**src/rtl/pc_pkg.sv**
```systemverilog
package pc_pkg;
  typedef enum logic [2:0] {
    SRC_KEEP,
    SRC_INC,
    SRC_LOWR,
    SRC_JUMP,
    SRC_CALL,
    SRC_RET,
    SRC_INT
  } pc_src_e;
endpackage

```
**src/rtl/pc_hold_reg.sv**
```systemverilog
module pc_hold_reg #(
  parameter int DATA_W = 8,
  parameter int HOLD_W = 5
) (
  input  logic              clk_i,
  input  logic              rst_ni,
  input  logic              wr_i,
  input  logic [DATA_W-1:0] wdata_i,
  output logic [HOLD_W-1:0] hold_o,
  output logic [DATA_W-1:0] rdata_o
);
  localparam int PAD_W = DATA_W - HOLD_W;

  logic [HOLD_W-1:0] hold_q;
  logic              unused_hi;

  assign unused_hi = ^wdata_i[DATA_W-1:HOLD_W];

  always_ff @(posedge clk_i or negedge rst_ni) begin
    if (!rst_ni)   hold_q <= '0;
    else if (wr_i) hold_q <= wdata_i[HOLD_W-1:0];
  end

  assign hold_o  = hold_q;
  assign rdata_o = {{PAD_W{1'b0}}, hold_q};


  hold_wr_chk: assert property (@(posedge clk_i) disable iff (!rst_ni)
    wr_i |=> rdata_o == {{PAD_W{1'b0}}, $past(wdata_i[HOLD_W-1:0])});
endmodule

```
**src/rtl/pc_ret_stack.sv**
```systemverilog
module pc_ret_stack #(
  parameter int W     = 13,
  parameter int DEPTH = 8
) (
  input  logic         clk_i,
  input  logic         rst_ni,
  input  logic         push_i,
  input  logic         pop_i,
  input  logic [W-1:0] data_i,
  output logic [W-1:0] top_o
);
  localparam int PTR_W = $clog2(DEPTH);

  logic [W-1:0]     mem_q [DEPTH];
  logic [PTR_W-1:0] ptr_q;
  logic [PTR_W-1:0] ptr_dec;

  assign ptr_dec = ptr_q - PTR_W'(1);

  // ring: pointer wraps both ways, oldest slot is overwritten
  always_ff @(posedge clk_i or negedge rst_ni) begin
    if (!rst_ni) begin
      ptr_q <= '0;
      for (int i = 0; i < DEPTH; i++) mem_q[i] <= '0;
    end else if (push_i) begin
      mem_q[ptr_q] <= data_i;
      ptr_q        <= ptr_q + PTR_W'(1);
    end else if (pop_i) begin
      ptr_q <= ptr_dec;
    end
  end

  assign top_o = mem_q[ptr_dec];


  push_top_chk: assert property (@(posedge clk_i) disable iff (!rst_ni)
    push_i |=> top_o == $past(data_i));


  excl_chk: assert property (@(posedge clk_i) disable iff (!rst_ni)
    !(push_i && pop_i));
endmodule

```
**src/rtl/pc_unit.sv**
```systemverilog
module pc_unit
  import pc_pkg::*;
#(
  parameter int PC_W    = 13,
  parameter int ADDR_W  = 11,
  parameter int TGT_W   = 11,
  parameter int DATA_W  = 8,
  parameter int HOLD_W  = 5,
  parameter int DEPTH   = 8,
  parameter int INT_VEC = 4
) (
  input  logic              clk_i,
  input  logic              rst_ni,
  input  logic              inc_i,
  input  logic              jump_i,
  input  logic              call_i,
  input  logic              ret_i,
  input  logic              int_i,
  input  logic [TGT_W-1:0]  tgt_i,
  input  logic              lo_wr_i,
  input  logic [DATA_W-1:0] lo_wdata_i,
  input  logic              hold_wr_i,
  input  logic [DATA_W-1:0] hold_wdata_i,
  output logic [PC_W-1:0]   pc_o,
  output logic [DATA_W-1:0] pc_lo_o,
  output logic [DATA_W-1:0] hold_o,
  output logic [ADDR_W-1:0] fetch_addr_o
);
  localparam int PAGE_W = PC_W - TGT_W;

  logic [PC_W-1:0]   pc_q, pc_d, pc_inc, top, push_data;
  logic [HOLD_W-1:0] hold;
  logic              push, pop;
  pc_src_e           src;

  pc_hold_reg #(.DATA_W(DATA_W), .HOLD_W(HOLD_W)) u_hold (
    .clk_i   (clk_i),
    .rst_ni  (rst_ni),
    .wr_i    (hold_wr_i),
    .wdata_i (hold_wdata_i),
    .hold_o  (hold),
    .rdata_o (hold_o)
  );

  always_comb begin
    if      (int_i)   src = SRC_INT;
    else if (ret_i)   src = SRC_RET;
    else if (call_i)  src = SRC_CALL;
    else if (jump_i)  src = SRC_JUMP;
    else if (lo_wr_i) src = SRC_LOWR;
    else if (inc_i)   src = SRC_INC;
    else              src = SRC_KEEP;
  end

  assign pc_inc = pc_q + PC_W'(1);

  always_comb begin
    unique case (src)
      SRC_INT:  pc_d = PC_W'(INT_VEC);
      SRC_RET:  pc_d = top;
      SRC_CALL,
      SRC_JUMP: pc_d = {hold[HOLD_W-1 -: PAGE_W], tgt_i};
      SRC_LOWR: pc_d = {hold, lo_wdata_i};
      SRC_INC:  pc_d = pc_inc;
      default:  pc_d = pc_q;
    endcase
  end

  assign push      = (src == SRC_INT) || (src == SRC_CALL);
  assign pop       = (src == SRC_RET);
  assign push_data = (src == SRC_INT) ? pc_q : pc_inc;

  pc_ret_stack #(.W(PC_W), .DEPTH(DEPTH)) u_stack (
    .clk_i  (clk_i),
    .rst_ni (rst_ni),
    .push_i (push),
    .pop_i  (pop),
    .data_i (push_data),
    .top_o  (top)
  );

  always_ff @(posedge clk_i or negedge rst_ni) begin
    if (!rst_ni) pc_q <= '0;
    else         pc_q <= pc_d;
  end

  assign pc_o         = pc_q;
  assign pc_lo_o      = pc_q[DATA_W-1:0];
  assign fetch_addr_o = pc_q[ADDR_W-1:0];


  int_vec_chk: assert property (@(posedge clk_i) disable iff (!rst_ni)
    int_i |=> pc_o == PC_W'(INT_VEC));


  inc_only_chk: assert property (@(posedge clk_i) disable iff (!rst_ni)
    (inc_i && !int_i && !ret_i && !call_i && !jump_i && !lo_wr_i)
      |=> pc_o == $past(pc_o) + PC_W'(1));


  hold_only_chk: assert property (@(posedge clk_i) disable iff (!rst_ni)
    (hold_wr_i && !int_i && !ret_i && !call_i && !jump_i && !lo_wr_i && !inc_i)
      |=> $stable(pc_o));


  lo_wr_chk: assert property (@(posedge clk_i) disable iff (!rst_ni)
    (lo_wr_i && !int_i && !ret_i && !call_i && !jump_i)
      |=> pc_o[DATA_W-1:0] == $past(lo_wdata_i));


  ret_chk: assert property (@(posedge clk_i) disable iff (!rst_ni)
    (ret_i && !int_i) |=> pc_o == $past(top));
endmodule

```
**config.mk**
```make
export PLATFORM = sky130hd
export DESIGN_NAME = pc_unit
export DESIGN_NICKNAME = d
export VERILOG_FILES = /design/src/rtl/pc_pkg.sv /design/src/rtl/pc_hold_reg.sv /design/src/rtl/pc_ret_stack.sv /design/src/rtl/pc_unit.sv
export SDC_FILE = /design/constraint.sdc
export NUM_CORES = 1
export LEC_CHECK = 0
export ABC_AREA = 1
export BUFFER_PORTS_ARGS = -buffer_cell sky130_fd_sc_hd__buf_2
export CORE_MARGIN = 1.5
export CORE_UTILIZATION = 60
export CTS_CLUSTER_DIAMETER = 60
export DETAILED_ROUTE_END_ITERATION = 10
export GPL_ROUTABILITY_DRIVEN = 0
export GPL_TIMING_DRIVEN = 0
export PLACE_DENSITY = 0.81
export RECOVER_POWER = 25
export SLEW_MARGIN = 20
export SYNTH_ARGS = -nofsm -noshare
export SYNTH_HDL_FRONTEND = slang
export SYNTH_HIERARCHICAL = 1
export SYNTH_SLANG_ARGS = --single-unit
```
**constraint.sdc**
```tcl
create_clock -name clk_i -period 2.6 [get_ports clk_i]
set_clock_uncertainty 0.1 [all_clocks]
set_input_delay 0.26 -clock clk_i [delete_from_list [all_inputs] [get_ports clk_i]]
set_output_delay 0.26 -clock clk_i [all_outputs]
set_load 0.01 [all_outputs]
```
==> impl_metrics.json <==
{
  "htreeDepth": 4,
  "initial_core_util_pct": 62.4,
  "synth_ff_type": "dfrtp_1",
  "fin_cells": 1313,
  "grt_pass1_wl_um": 30100,
  "dp_hpwl_um": 13100,
  "coreArea_um2": 11600,
  "violations": "capacitance limit, slew limit",
  "clk_pin_slew_ps": 60,
  "ys_seq_area_share_pct": 43.3,
  "yosysMostFrequentCell": "nand2_1",
  "rsz0062_at_grt": "false",
  "synthAdderAreaFrac_pct": 0.693,
  "drc_errors": 0,
  "ys_types": 32,
  "numCtsBuffers": 17,
  "dp.cells": 1276,
  "cp_max_fo": 18,
  "grt_max_degree": 80,
  "ir_drop_mv": 0.783,
  "period_needed_ps": 2440,
  "status": "finished with violations",
  "min_period_over_period_pct": 93.9,
  "fmax_ghz": 0.409,
  "dr.pass1.iters": 5,
  "slew_violations": 79,
  "min_path_type": "in -> reg",
  "place_ws_ps": -385,
  "end_kind": "flop",
  "routed_via_density": 5.24,
  "ys_warn_count": 6,
  "grt_util_all_layers_pct": 30.5,
  "synth_compound_area_share_pct": 8.58,
  "fin_ws_ps": 158,
  "critical_path_arrival_ps": 2710,
  "grt_pass1_vias": 6218,
  "synth_area_leaders": "dfrtp_1, nand2_1, inv_1",
  "finalNetCount": 1197,
  "cellPowerDensity_nw_per_um2": 1240,
  "cts_buffer_depth": 2,
  "route.vias.total": 6880,
  "io_pins": 76,
  "cp-start-kind": "flop",
  "post_cts_buffers": 0,
  "totalWireLength_um": 18200,
  "die_y_um": 113,
  "worst_pin_slew_ps": 1760,
  "netlist.area_leader.share_pct": 43.3,
  "ys_ff_latch": 125,
  "antenna_found_initial": 0,
  "clock-root-buffer": "clkbuf_16",
  "worstPathRequired_ps": 2860,
  "drtIter0Drc": 608,
  "syn_area_um2": 7220,
  "overflow": 0,
  "synthSimpleGateAreaFrac_pct": 31.8,
  "areaGrowthSynthToFinish_pct": 17.0,
  "avgRoutedWirePerCell_um": 13.8,
  "drive_gt1_share_pct": 15.6,
  "hold_violations": 0,
  "drv_cap": 1,
  "synth_top_family_by_area": "simple AND/OR/NAND/NOR gates",
  "synth_edf_count": 0,
  "p_leak_nw": 4.61,
  "antennaDiodeCount": 0,
  "design.die.area_um2": 12700,
  "nFillCells": 935,
  "synthMuxAreaShare_pct": 0,
  "syn_avg_cell_area_um2": 6.81,
  "io_buffer_count": 69,
  "cts_sinks": 125,
  "worst_skew_pair.late_latency_ps": 430,
  "synthTopCellsByCount": "nand2_1, inv_1, dfrtp_1",
  "synthArstFlopShare_pct": 100,
  "synth-xor-area-share_pct": 0.710,
  "fin_tns_setup_ps": 0,
  "synth_top_cell_by_area": "dfrtp_1",
  "die_w_um": 113,
  "maxSlewHeadroom_pct": -17.5,
  "std_cell_rows": 39,
  "worstSetupPathType": "reg -> reg",
  "postRouteAntennaNets": 0,
  "synth_cells": 1060,
  "cts_tree": "done",
  "setup_viol": 0
}
## per-layer routing
metal	vias up	global-route usage [%]	wire length, µm
li1	3384	-	-
met1	3225	42.6	8070
met2	233	46.6	8340
met3	38	7.45	1390
met4	0	11.5	386
met5	-	0	0
## worst max-delay path: stages, from the launching register on
cell and delay (ps):
dfrtp_1 380, buf_4 190, inv_6 160, ha_1 260, clkbuf_4 200, inv_2 190
buf_4 230, nand3_1 90, nand2_1 70, nand2_1 60, nand2_1 130, nand4_1 110
nand2_1 90, o21bai_1 60, nand2_1 60
## state kept, by name (all words and copies together) (netlist names)
signal	flops
u_stack/ptr_q	3
u_stack/mem_q	104
u_hold/hold_o	5
pc_o	13
## repair_timing
item	4_1_cts	5_1_grt
hold buffers	6	0
setup endpoints to repair	13	7
gates resized for setup	3	10
hold endpoints to repair	83	0
## worst paths after layout
check / slack (ps) / endpoint / from / depth (start not counted)
worst max-delay path: 160 / pc_o[11] / u_stack/ptr_q[0] / 14
worst min register to register: 380 / u_stack/mem_q[78] / u_stack/mem_q[78] / 2
min in group asynchronous: 920 / u_stack/mem_q[87] / rst_ni / 3
worst max register to register: 160 / pc_o[11] / u_stack/ptr_q[0] / 14
worst min-delay path: 20 / u_hold/hold_o[1] / hold_wr_i / 3
max in group asynchronous: 420 / u_hold/hold_o[1] / rst_ni / 3
## layout make-up
class / instances / area [µm²] / area share [%]
Sequential cell: 125 / 3130 / 37.0
Multi-Input combinational cell: 690 / 3040 / 36.0
Inverter: 176 / 666 / 7.88
Timing Repair Buffer: 77 / 443 / 5.24
Buffer: 70 / 423 / 5.01
Clock buffer: 19 / 443 / 5.24
Clock inverter: 13 / 129 / 1.53
Tap cell: 143 / 179 / 2.12
## layout by cell type (no fill, tap or decap), drive strengths merged, types with 4 or more instances in the layout
cell           n
clkinvlp       5
nand4          8
buf          117
dfrtp        125
nand3         74
ha             4
nand2        414
inv          182
nor2          55
clkbuf        42
o21ai        116
dlygate4sd3    6
## through the flow
step / utilization, % / area, µm² / total power [mW] / hold slack [ps]
2_1_floorplan: - / 7230 / 6.58 / -136
3_3_place_gp: 67.0 / 7750 / 7.91 / 364
5_1_grt: 73.0 / 8450 / 11.4 / 32.5
4_1_cts: 73.0 / 8450 / 10.4 / 9.82
6_report: 73.0 / 8450 / 10.5 / 18.4
3_5_place_dp: 67.6 / 7820 / 8.05 / 187
## cells by family after synthesis
kind of cell             Yosys count
XOR/XNOR                           5
other                              1
flip-flops                       125
AND/OR/NAND/NOR                  557
AO/OA/AOI/OAI                    121
buffers and inverters            247
adder cells (fa/ha/maj)            4
## power by group
part,total [mW],switching [mW],leakage [nW],internal (mW)
combinational,5.03,3.28,2.70,1.76
clock,2.28,0.927,0.264,1.36
sequential,3.19,0.498,1.64,2.69
total,10.5,4.70,4.61,5.80
Note: power is estimated with default switching activity, not from simulation.
